[src/rtl/icu_pkg.sv]
package icu_pkg;
    typedef enum logic [1:0] {
        OP_SCMP  = 2'b00,
        OP_UCMP  = 2'b01,
        OP_CARRY = 2'b10,
        OP_FIND  = 2'b11
    } icu_op_e;
endpackage

[src/rtl/icu_compare.sv]
module icu_compare #(
    parameter int DATA_W = 32
) (
    input  logic [DATA_W-1:0] opa,
    input  logic [DATA_W-1:0] opb,
    output logic [DATA_W-1:0] signed_res,
    output logic [DATA_W-1:0] unsigned_res
);
    localparam int MSB = DATA_W - 1;

    logic [DATA_W-1:0] diff;
    logic              sign_mismatch;

    always_comb begin
        diff          = opb + ~opa + DATA_W'(1);
        sign_mismatch = opa[MSB] ^ opb[MSB];
        signed_res    = diff;
        unsigned_res  = diff;
        if (sign_mismatch) begin
            signed_res[MSB]   = opb[MSB];
            unsigned_res[MSB] = opa[MSB];
        end
    end
endmodule

[src/rtl/icu_carry.sv]
module icu_carry #(
    parameter int DATA_W = 32
) (
    input  logic [DATA_W-1:0] opa,
    input  logic [DATA_W-1:0] opb,
    input  logic              cin,
    output logic              cout
);
    logic [DATA_W:0] wide_sum;
    logic            b_saturated;

    always_comb begin
        wide_sum    = {1'b0, opa} + {1'b0, opb} + {{DATA_W{1'b0}}, cin};
        b_saturated = (&opb) & cin;
        cout        = b_saturated | wide_sum[DATA_W];
    end
endmodule

[src/rtl/icu_bytefind.sv]
module icu_bytefind #(
    parameter int DATA_W = 32,
    parameter int LANE_W = 8,
    localparam int LANES = DATA_W / LANE_W,
    localparam int IDX_W = $clog2(LANES + 1)
) (
    input  logic [DATA_W-1:0] opa,
    input  logic [DATA_W-1:0] opb,
    output logic [IDX_W-1:0]  lane_num
);
    logic [LANES-1:0] lane_eq;

    for (genvar g = 0; g < LANES; g++) begin : g_lane
        assign lane_eq[g] = (opa[g*LANE_W +: LANE_W] == opb[g*LANE_W +: LANE_W]);
    end

    // Scan from low lane upward; the last hit (most significant) wins.
    always_comb begin
        lane_num = '0;
        for (int i = 0; i < LANES; i++) begin
            if (lane_eq[i]) begin
                lane_num = IDX_W'(LANES - i);
            end
        end
    end
endmodule

[src/rtl/intcmp_match_unit.sv]
module intcmp_match_unit
    import icu_pkg::*;
#(
    parameter int DATA_W = 32,
    parameter int LANE_W = 8,
    localparam int LANES = DATA_W / LANE_W,
    localparam int IDX_W = $clog2(LANES + 1)
) (
    input  logic              clk,
    input  logic              rst,
    input  logic              start_i,
    input  logic [1:0]        opcode_i,
    input  logic [DATA_W-1:0] opa_i,
    input  logic [DATA_W-1:0] opb_i,
    input  logic              carry_i,
    output logic [DATA_W-1:0] result_o,
    output logic              valid_o
);
    typedef struct packed {
        logic [DATA_W-1:0] result;
        logic              valid;
    } unit_state_t;

    unit_state_t state_d, state_q;

    logic [DATA_W-1:0] scmp_res, ucmp_res;
    logic              carry_out;
    logic [IDX_W-1:0]  find_idx;

    icu_compare #(.DATA_W(DATA_W)) cmp_i (
        .opa          (opa_i),
        .opb          (opb_i),
        .signed_res   (scmp_res),
        .unsigned_res (ucmp_res)
    );

    icu_carry #(.DATA_W(DATA_W)) cry_i (
        .opa  (opa_i),
        .opb  (opb_i),
        .cin  (carry_i),
        .cout (carry_out)
    );

    icu_bytefind #(.DATA_W(DATA_W), .LANE_W(LANE_W)) fnd_i (
        .opa      (opa_i),
        .opb      (opb_i),
        .lane_num (find_idx)
    );

    always_comb begin
        state_d       = state_q;
        state_d.valid = 1'b0;
        if (start_i) begin
            state_d.valid = 1'b1;
            unique case (icu_op_e'(opcode_i))
                OP_SCMP:  state_d.result = scmp_res;
                OP_UCMP:  state_d.result = ucmp_res;
                OP_CARRY: state_d.result = {{(DATA_W-1){1'b0}}, carry_out};
                OP_FIND:  state_d.result = {{(DATA_W-IDX_W){1'b0}}, find_idx};
                default:  state_d.result = '0;
            endcase
        end
    end

    always_ff @(posedge clk) begin
        if (rst) begin
            state_q <= '0;
        end else begin
            state_q <= state_d;
        end
    end

    assign result_o = state_q.result;
    assign valid_o  = state_q.valid;
endmodule

[config.mk]
export PLATFORM = sky130hd
export DESIGN_NAME = intcmp_match_unit
export DESIGN_NICKNAME = d
export VERILOG_FILES = /design/src/rtl/icu_pkg.sv /design/src/rtl/icu_compare.sv /design/src/rtl/icu_carry.sv /design/src/rtl/icu_bytefind.sv /design/src/rtl/intcmp_match_unit.sv
export SDC_FILE = /design/constraint.sdc
export NUM_CORES = 1
export LEC_CHECK = 0
export ABC_AREA = 1
export BUFFER_PORTS_ARGS = -buffer_cell sky130_fd_sc_hd__buf_2
export CAP_MARGIN = 10
export CORE_AREA = 3 3 110 91
export CTS_CLUSTER_SIZE = 30
export DETAILED_ROUTE_END_ITERATION = 8
export DIE_AREA = 0 0 113 94
export PLACE_DENSITY = 0.77
export SYNTH_ARGS = -nofsm -noshare
export SYNTH_HDL_FRONTEND = slang
export SYNTH_SLANG_ARGS = --single-unit
export TNS_END_PERCENT = 30
[constraint.sdc]
create_clock -name clk -period 2.4 [get_ports clk]
set_clock_uncertainty 0.2 [all_clocks]
set_input_delay 0.24 -clock clk [delete_from_list [all_inputs] [get_ports clk]]
set_output_delay 0.24 -clock clk [all_outputs]
set_load 0.005 [all_outputs]
Yosys cells after proc, flatten, opt, wreduce, memory -nomap -nowiden
Index checks and enable logic that the tools add are counted.
{"block": "op_classes", "n_lt_le_gt_ge": 0, "shift": 0, "eq_ne": 7, "bitwise": 4, "n_mux": 8, "addsub": 4, "reduce_logical": 2, "n_mul": 0, "n_div": 0}
{"cell": "$pmux 32 s4", "n": 1}
{"cell": "$add 32x32->33", "n": 1}
{"cell": "$add 33x1->33", "n": 1}
{"cell": "$add 32x1->32 const B", "n": 1}
{"cell": "$add 32x32->32", "n": 1}
{"cell": "$eq 8x8->1", "n": 4}
{"cell": "$not 32->32", "n": 1}
{"cell": "$reduce_and 32->1", "n": 1}
{"cell": "$mux 3", "n": 4}
{"cell": "$eq 2x2->1 const B", "n": 2}
{"cell": "$mux 1", "n": 3}
{"cell": "$eq 2x1->1 const B", "n": 1}
{"cell": "$logic_not 2->1", "n": 1}
{"cell": "$and 1x1->1", "n": 1}
{"cell": "$or 1x1->1", "n": 1}
{"cell": "$xor 1x1->1", "n": 1}
{"block": "totals", "rom_bits": 0, "memories": 0, "out_inout_bits": 33, "latchBits": 0, "word_cells": 27, "reg_bits": 33, "ramBits": 0, "in_bits": 70}

Logic depth before layout (Yosys ltp)
Gate-level depths: netlist of the first run.
{"block": "depth", "ltp_word": 6, "mapped_depth": 17, "depth_no_buf": 17}

Hierarchy
A second synthesis of the first run with hierarchy kept.
{"block": "hier_totals", "cells_unflattened": 1040, "area_unflattened_um2": 5810.6}
{"mod": "icu_compare", "seq_area_each_um2": 0.0, "instances": 1, "area_each_um2": 2790.2, "cells_per_inst": 559}
{"mod": "intcmp_match_unit", "seq_area_each_um2": 660.6, "instances": 1, "area_each_um2": 1561.5, "cells_per_inst": 224}
{"mod": "icu_carry", "seq_area_each_um2": 0.0, "instances": 1, "area_each_um2": 838.3, "cells_per_inst": 122}
{"mod": "icu_bytefind", "seq_area_each_um2": 0.0, "instances": 1, "area_each_um2": 620.6, "cells_per_inst": 135}

Worst setup path after synthesis of the first run
Ideal clock, no wire load.
{"block": "synth_timing", "path_type": "input -> register", "startpoint": "input port opa_i[3]", "endpoint": "register state_q (netlist bit result_o[31])", "setup_time_ps": 132, "path_stages": 16, "setup_slack_ps": 86, "t_required_ps": 2068, "path_buffers": 1, "arrival_ps": 1982, "path_cell_list": "inv_1 -> ha_1 -> buf_2 -> nand2_1 -> nor2_1 -> and2_1 -> nand2_1 -> nand3_2 -> nand2_1 -> nand2_1 -> a21oi_1 -> fa_1 -> nor2_1 -> nor2_1 -> o21ai_0 -> a21oi_1"}
{"block": "synth_via", "elab_chain_cells": 5}
{"item": "start, declared", "line": "intcmp_match_unit.sv:13", "text": "input logic [DATA_W-1:0] opa_i,"}
{"item": "$not 32->32 (*)", "line": "icu_compare.sv:15", "text": "diff = opb + ~opa + DATA_W'(1);"}
{"item": "$add 32x32->32 (*)", "line": "icu_compare.sv:15"}
{"item": "$add 32x1->32 (*)", "line": "icu_compare.sv:15"}
{"item": "$mux 1", "line": "icu_compare.sv:19", "text": "if (sign_mismatch) begin"}
{"item": "$pmux 32 s4 (*)", "line": "intcmp_match_unit.sv:55", "text": "unique case (icu_op_e'(opcode_i))"}
{"item": "end signal, assigned", "line": "intcmp_match_unit.sv:69", "text": "state_q <= state_d;"}
{"item": "end, declared", "line": "intcmp_match_unit.sv:24", "text": "unit_state_t state_d, state_q;"}
Every way passes the cells marked *; elsewhere a longest branch is shown, timed or not.
A chain may end at the register's enable or synchronous reset.

Worst setup path in the final report of the first run
{"block": "layout_timing", "startpoint": "input port opa_i[9]", "endpoint": "register state_q (netlist bit result_o[31])"}
Same word-level chain as after synthesis.

==> results of run 1 <==
## metal layers
layer	global-route usage, %	up-vias	share of wire, %
li1	-	2905	-
met1	41.1	2428	49
met2	41.4	256	40
met3	3.03	15	9.6
met4	5.61	0	1.2
met5	0	-	0
## registers in the layout (all words and copies together), names as in the netlist
signal	count
valid_o	1
result_o	32
## cell families after synthesis
logic type / synth area share [%]
AO/OA/AOI/OAI: 12.2
adder cells (fa/ha/maj): 18.7
buffers and inverters: 14.7
flip-flops: 14.6
AND/OR/NAND/NOR: 39.8
## power by group
part | internal [mW] | total, mW | switching (mW)
Combinational | 0.466 | 1.09 | 0.629
Clock | 0.381 | 0.649 | 0.268
Sequential | 0.582 | 0.598 | 0.0156
Total | 1.43 | 2.34 | 0.912
## Yosys cell counts, drive strengths merged
master  instances  area [µm²]
a211o           1        8.76
a211oi          1        7.51
a21oi          71         355
a31oi           5        31.3
a32o            1        10.0
and2            3        18.8
buf             4        26.3
clkbuf          6        22.5
dfxtp          33         661
fa              3        60.1
ha             63         788
inv           164         616
nand2         271        1040
nand3          52         280
nand3b          2        15.0
nand4          18         113
nor2           59         246
nor3            8        45.0
nor4            3        18.8
o21ai          26         134
o21bai          1        7.51
or2             4        25.0
## metrics by stage
| step | setup TNS, ns | total power, mW | hold WS, ns |
|---|---|---|---|
| 2_1_floorplan | 0 | 1.20 | 0.136 |
| 3_3_place_gp | -0.0935 | 1.64 | 0.251 |
| 3_5_place_dp | -0.205 | 1.66 | 0.255 |
| 4_1_cts | 0 | 2.31 | 0.112 |
| 5_1_grt | 0 | 2.50 | 0.172 |
| 6_report | 0 | 2.34 | 0.119 |
## worst max-delay path: cells and delay by family
family / cells / cell delay [ns]
AND/OR/NAND/NOR: 9 / 0.88
adder cells (fa/ha/maj): 2 / 0.67
AO/OA/AOI/OAI: 3 / 0.26
buffers and inverters: 2 / 0.14
## area by class of cell
cell class | instances | area, µm²
multi-input combinational | 592 | 3280
clock buffer | 5 | 125
fill | 840 | 2840
inverter | 164 | 616
timing repair buffer | 208 | 1310
tap | 115 | 144
sequential | 33 | 661
clock inverter | 3 | 17.5
## final timing paths
check        cells past startpoint  slack (ns)      endpoint
min                              4        0.12   result_o[2]
min reg2reg                      2        0.26  result_o[20]
max reg2reg                      3        1.44   result_o[1]
max                             16        0.19  result_o[31]
## timing repair
item,in CTS,in global routing
endpoints found under the setup margin,0,1
resized for setup,0,11
hold buffers,2,0
hold endpoints to repair,2,0
==> impl_metrics.json, run 1 <==
{
  "status": "finished clean",
  "worst_pin_slew_ns": 0.388,
  "path_max_fanout": 3,
  "hold_path_startpoint": "opcode_i[1]",
  "critPathMaxStageDelay_ns": 0.37,
  "synth-seq-area-share_pct": 14.6,
  "grt_pass1_wl_um": 23400,
  "grt_max_degree": 33,
  "netlist_area_mm2": 0.00453,
  "die_w_um": 113,
  "p_per_area_mw_per_mm2": 380,
  "place.gp.congestion": 0.973,
  "cts_max_path_buffers": 2,
  "startpoint": "opa_i[9]",
  "via_count": 5604,
  "finalCriticalPeriod_ns": 2.21,
  "synth.distinct_cells": 29,
  "dp.cells": 1110,
  "die_h_um": 94,
  "detail-route-antenna-nets": 0,
  "pre_cts_slack_ns": -0.205,
  "grt_pass1_vias": 5045,
  "leakage_nw": 3.63,
  "clock_latency_ns": 0.28,
  "drv_cap": 0,
  "synthCells": 799,
  "placed_area_mm2": 0.00592,
  "cts_tree": "built",
  "initialDrtViolationCount": 489,
  "period_share_pct": 92.1,
  "hpwlAfterDp_um": 12300,
  "setup_slack_ns": 0.189,
  "ys_warn_count": 0,
  "final_util_pct": 68.4,
  "path_class": "primary input to flop",
  "final_common_cell": "nand2_1",
  "grt-ovfl-total": 0,
  "fin_area_mm2": 0.00615,
  "cts-root-buf": "clkbuf_16",
  "drt-total-wl_um": 14500,
  "ios": 103,
  "final_cell_count_no_fill": 1120,
  "setup_viol": 0,
  "nNetsFinal": 1140,
  "track_usage_pct": 27.2,
  "holdCritPathClass": "primary input to flop",
  "final_cell_mix": "257 x nand2_1, 160 x inv_1, 104 x buf_4",
  "drive_gt1_share_pct": 25.8,
  "hold_violations": 0,
  "cts.sinks": 33,
  "relSlewSlack_pct": 74.1,
  "n_antenna_cell": 0,
  "syn_nets": 935,
  "syn_to_final_growth_pct": 35.7,
  "synth_seq_cells": 33,
  "syn_avg_cell_area_um2": 5.68,
  "htree_levels": 2,
  "drtPass1Iterations": 5,
  "rows": 31,
  "finalMaxSlewViolations": 0,
  "grt_setup_unrepaired": "false",
  "fmax_mhz": 452,
  "cp-end-kind": "flop",
  "viasPerCell": 5.00,
  "cts_made_buffers": 5,
  "reg2reg_from": "result_o[1]",
  "antenna_found_initial": 0,
  "cp_cell_sequence": "buf_2, inv_1, ha_1, nand2_2, nor2_2, and2_1, nand2_1, nand3_2, nand2_1, nand2_2, a21oi_2, fa_1, nor2_1, nor2_1, o21ai_0, a21oi_1",
  "initial_core_util_pct": 50.4,
  "die-area_mm2": 0.0106,
  "io_buffer_count": 102,
  "ir_drop_mv": 0.272,
  "core_area_mm2": 0.00900,
  "clk_pin_slew_ns": 0.07,
  "wl_per_cell_um": 13.0,
  "worst_path_max_delay_cell": "fa_1",
  "critPathArrivalTime_ns": 2.17,
  "cts_setup_buffers": 0,
  "drc_errors": 0,
  "critPathLaunchType": "primary input",
  "critPathRequiredTime_ns": 2.36
}
(Power assumes the default switching activity.)
==> run 2: changes to the inputs <==
- ABC_AREA: 1 -> unset
- CORE_AREA: 3 3 110 91 -> 3 3 94 96
- DIE_AREA: 0 0 113 94 -> 0 0 97 99
- PLACE_DENSITY: 0.77 -> 0.76
==> run 2 against run 1 <==
Clock power shrank 29%. The flow now finishes with violations (negative setup slack). Non-clock buffer count grew 46. Critical path type unchanged. Hold slack gained 0.0043 ns. Largest cell class unchanged. First-iteration DRC count shrank 16%. Largest power group unchanged. Combinational power grew 17%. Worst setup slack lost 0.47 ns. Critical endpoint unchanged.
==> impl_metrics.json, run 2 <==
{
  "rows": 33,
  "drc_errors": 0,
  "grt_pass1_wl_um": 21100,
  "clk_pin_slew_ns": 0.08,
  "ys_warn_count": 0,
  "ios": 103,
  "initial_core_util_pct": 47.8,
  "grt_pass1_vias": 4697,
  "grt-ovfl-total": 0,
  "reg2reg_from": "result_o[0]",
  "via_count": 4916,
  "synth_seq_cells": 33,
  "drtPass1Iterations": 5,
  "path_max_fanout": 3,
  "ir_drop_mv": 0.191,
  "syn_avg_cell_area_um2": 7.71,
  "synth_enable_flop_cells": 0,
  "detail-route-antenna-nets": 0,
  "p_per_area_mw_per_mm2": 381,
  "antenna_found_initial": 0,
  "worstReg2RegEnd": "result_o[0]",
  "worst_pin_slew_ns": 1.11,
  "drive_gt1_share_pct": 44.2,
  "final_cell_mix": "149 x buf_4, 91 x buf_2, 48 x ha_1",
  "largest_register_ffs": 32,
  "final_common_cell": "buf_4",
  "final_util_pct": 75.4,
  "critPathLaunchType": "primary input",
  "cts_tree": "built",
  "yosys-top-cells-area": "ha_1 20%, dfxtp_1 17%, a21oi_1 5.3%",
  "setup_slack_ns": -0.278,
  "leakage_nw": 2.98,
  "holdCritPathClass": "primary input to flop",
  "cts-root-buf": "clkbuf_8",
  "wl_per_cell_um": 17.4,
  "path_class": "primary input to flop",
  "n_antenna_cell": 0,
  "io_buffer_count": 102,
  "violations": "negative setup slack",
  "die-area_mm2": 0.00960,
  "htree_levels": 2,
  "hold_buffers": 0,
  "cp-end-kind": "flop",
  "grt_setup_unrepaired": "true",
  "core_area_mm2": 0.00813,
  "synth.distinct_cells": 64,
  "syn_to_final_growth_pct": 57.7,
  "period_share_pct": 112,
  "yosys.cell_count.top_type": "ha_1",
  "viasPerCell": 5.80,
  "synth_top_area_share_pct": 20.3,
  "clock_latency_ns": 0.29,
  "finalMaxSlewViolations": 0,
  "drv_cap": 0,
  "ff2ff_path_depth": 3,
  "cts_max_path_buffers": 2,
  "fmax_mhz": 373,
  "holdPathStages": 3,
  "cts.sinks": 33,
  "yosys.area.top_type": "ha_1",
  "die_h_um": 99,
  "finalCriticalPeriod_ns": 2.68,
  "whs_endpoint": "result_o[2]",
  "setup_viol": 3,
  "relSlewSlack_pct": 25.5,
  "cts_made_buffers": 5,
  "grt_max_degree": 22,
  "dp.cells": 832,
  "status": "complete, but fails checks",
  "critPathArrivalTime_ns": 2.66,
  "initialDrtViolationCount": 409,
  "critPathRequiredTime_ns": 2.38,
  "synthCells": 504,
  "synth_ff_type": "dfxtp_1",
  "synthArstFlopShare_pct": 0,
  "die_w_um": 97,
  "reg2reg_slack_ns": 1.31,
  "track_usage_pct": 26.4,
  "syn_nets": 640,
  "hold_violations": 0,
  "drt-total-wl_um": 14700,
  "synthTopCellsByCount": "63 x ha_1, 54 x inv_1, 41 x a21oi_1, 35 x nor2_1, 34 x nand2_1",
  "hold_path_startpoint": "start_i",
  "nNetsFinal": 878,
  "place.gp.congestion": 0.924,
  "netlist_area_mm2": 0.00389,
  "final_cell_count_no_fill": 847,
  "synth-seq-area-share_pct": 17.0,
  "hpwlAfterDp_um": 11000,
  "power_mw": 2.34
}
[run 2: changes by cell type in the layout (fill, tap and decap cells not counted), sizes merged, moves of 11 or more]
cell,delta
inv,-110
nand3,-36
xnor2,+11
a21oi,-27
nor2,-24
buf,+48
nand2,-237
[run 2: logic make-up after synthesis]
kind of cell	share of synthesized area (%)
AOI/OAI and AO/OA	28.5
and+or+nand+nor	19.8
buffers and inverters	8.05
adders and majority gates	21.8
DFF	17.0
xor gates and xnor gates	4.06
muxes	0.772
[run 2: where the power goes]
| part | switching (mW) | leakage, nW | internal, mW |
|---|---|---|---|
| clock network | 0.233 | 0.0443 | 0.228 |
| logic | 0.633 | 2.66 | 0.637 |
| registers | 0.0229 | 0.270 | 0.585 |
| total | 0.889 | 2.98 | 1.45 |
[run 2: worst max-delay path by stage]
stage	cells after the start	slack (ns)	end	from
3_3_place_gp	16	-0.47	result_o[31]	opa_i[3]
4_1_cts	16	-0.19	result_o[31]	opa_i[12]
3_5_place_dp	16	-0.55	result_o[31]	opa_i[3]
5_1_grt	16	-0.41	result_o[31]	opa_i[4]
6_report	16	-0.28	result_o[31]	opa_i[4]
2_1_floorplan	16	-0.30	result_o[31]	opa_i[6]
[run 2: worst max-delay path, stage by stage]
cell and delay, ns:
buf_8 0.08, inv_4 0.03, ha_4 0.28, nand3_2 0.10
o21bai_4 0.20, a21oi_4 0.21, o21ai_4 0.09, o311ai_4 0.28
a21oi_2 0.11, o21ai_2 0.18, a21oi_2 0.10, fa_2 0.38
mux2i_1 0.13, nor2_1 0.06, a21oi_1 0.12, nor2_1 0.05
[run 2: stage by stage]
step | hold WS, ns | setup WS, ns | setup TNS, ns | cell area [µm²]
after global placement | 0.231 | -0.468 | -5.25 | 5590
after floorplan | 0.203 | -0.300 | -0.501 | 3980
final | 0.123 | -0.278 | -0.445 | 6130
after global routing | 0.167 | -0.411 | -1.40 | 6130
after detailed placement | 0.245 | -0.552 | -6.68 | 5590
after CTS | 0.121 | -0.194 | -0.310 | 5720
[run 2: final cells by class]
cell class | count | area [µm²]
inverters | 54 | 210
flip-flops and latches | 33 | 661
clock buffers | 7 | 86.3
fillers | 583 | 2000
multi-input cells | 394 | 3300
repair buffers | 254 | 1740
well taps | 105 | 131
[run 2: per-layer routing]
layer / share of wire, % / GRT usage [%]
met1: 37 / 30.7
met2: 50 / 48.2
met3: 6.9 / 4.32
met4: 5.8 / 10.5
met5: 0 / 0
[run 2: what timing repair did]
| item | CTS | global route |
|---|---|---|
| resized for setup | 8 | 71 |
| cloned | 0 | 0 |
| setup endpoints to repair | 12 | 18 |
| pin swaps | 6 | 39 |
| buffers inserted | 1 | 7 |
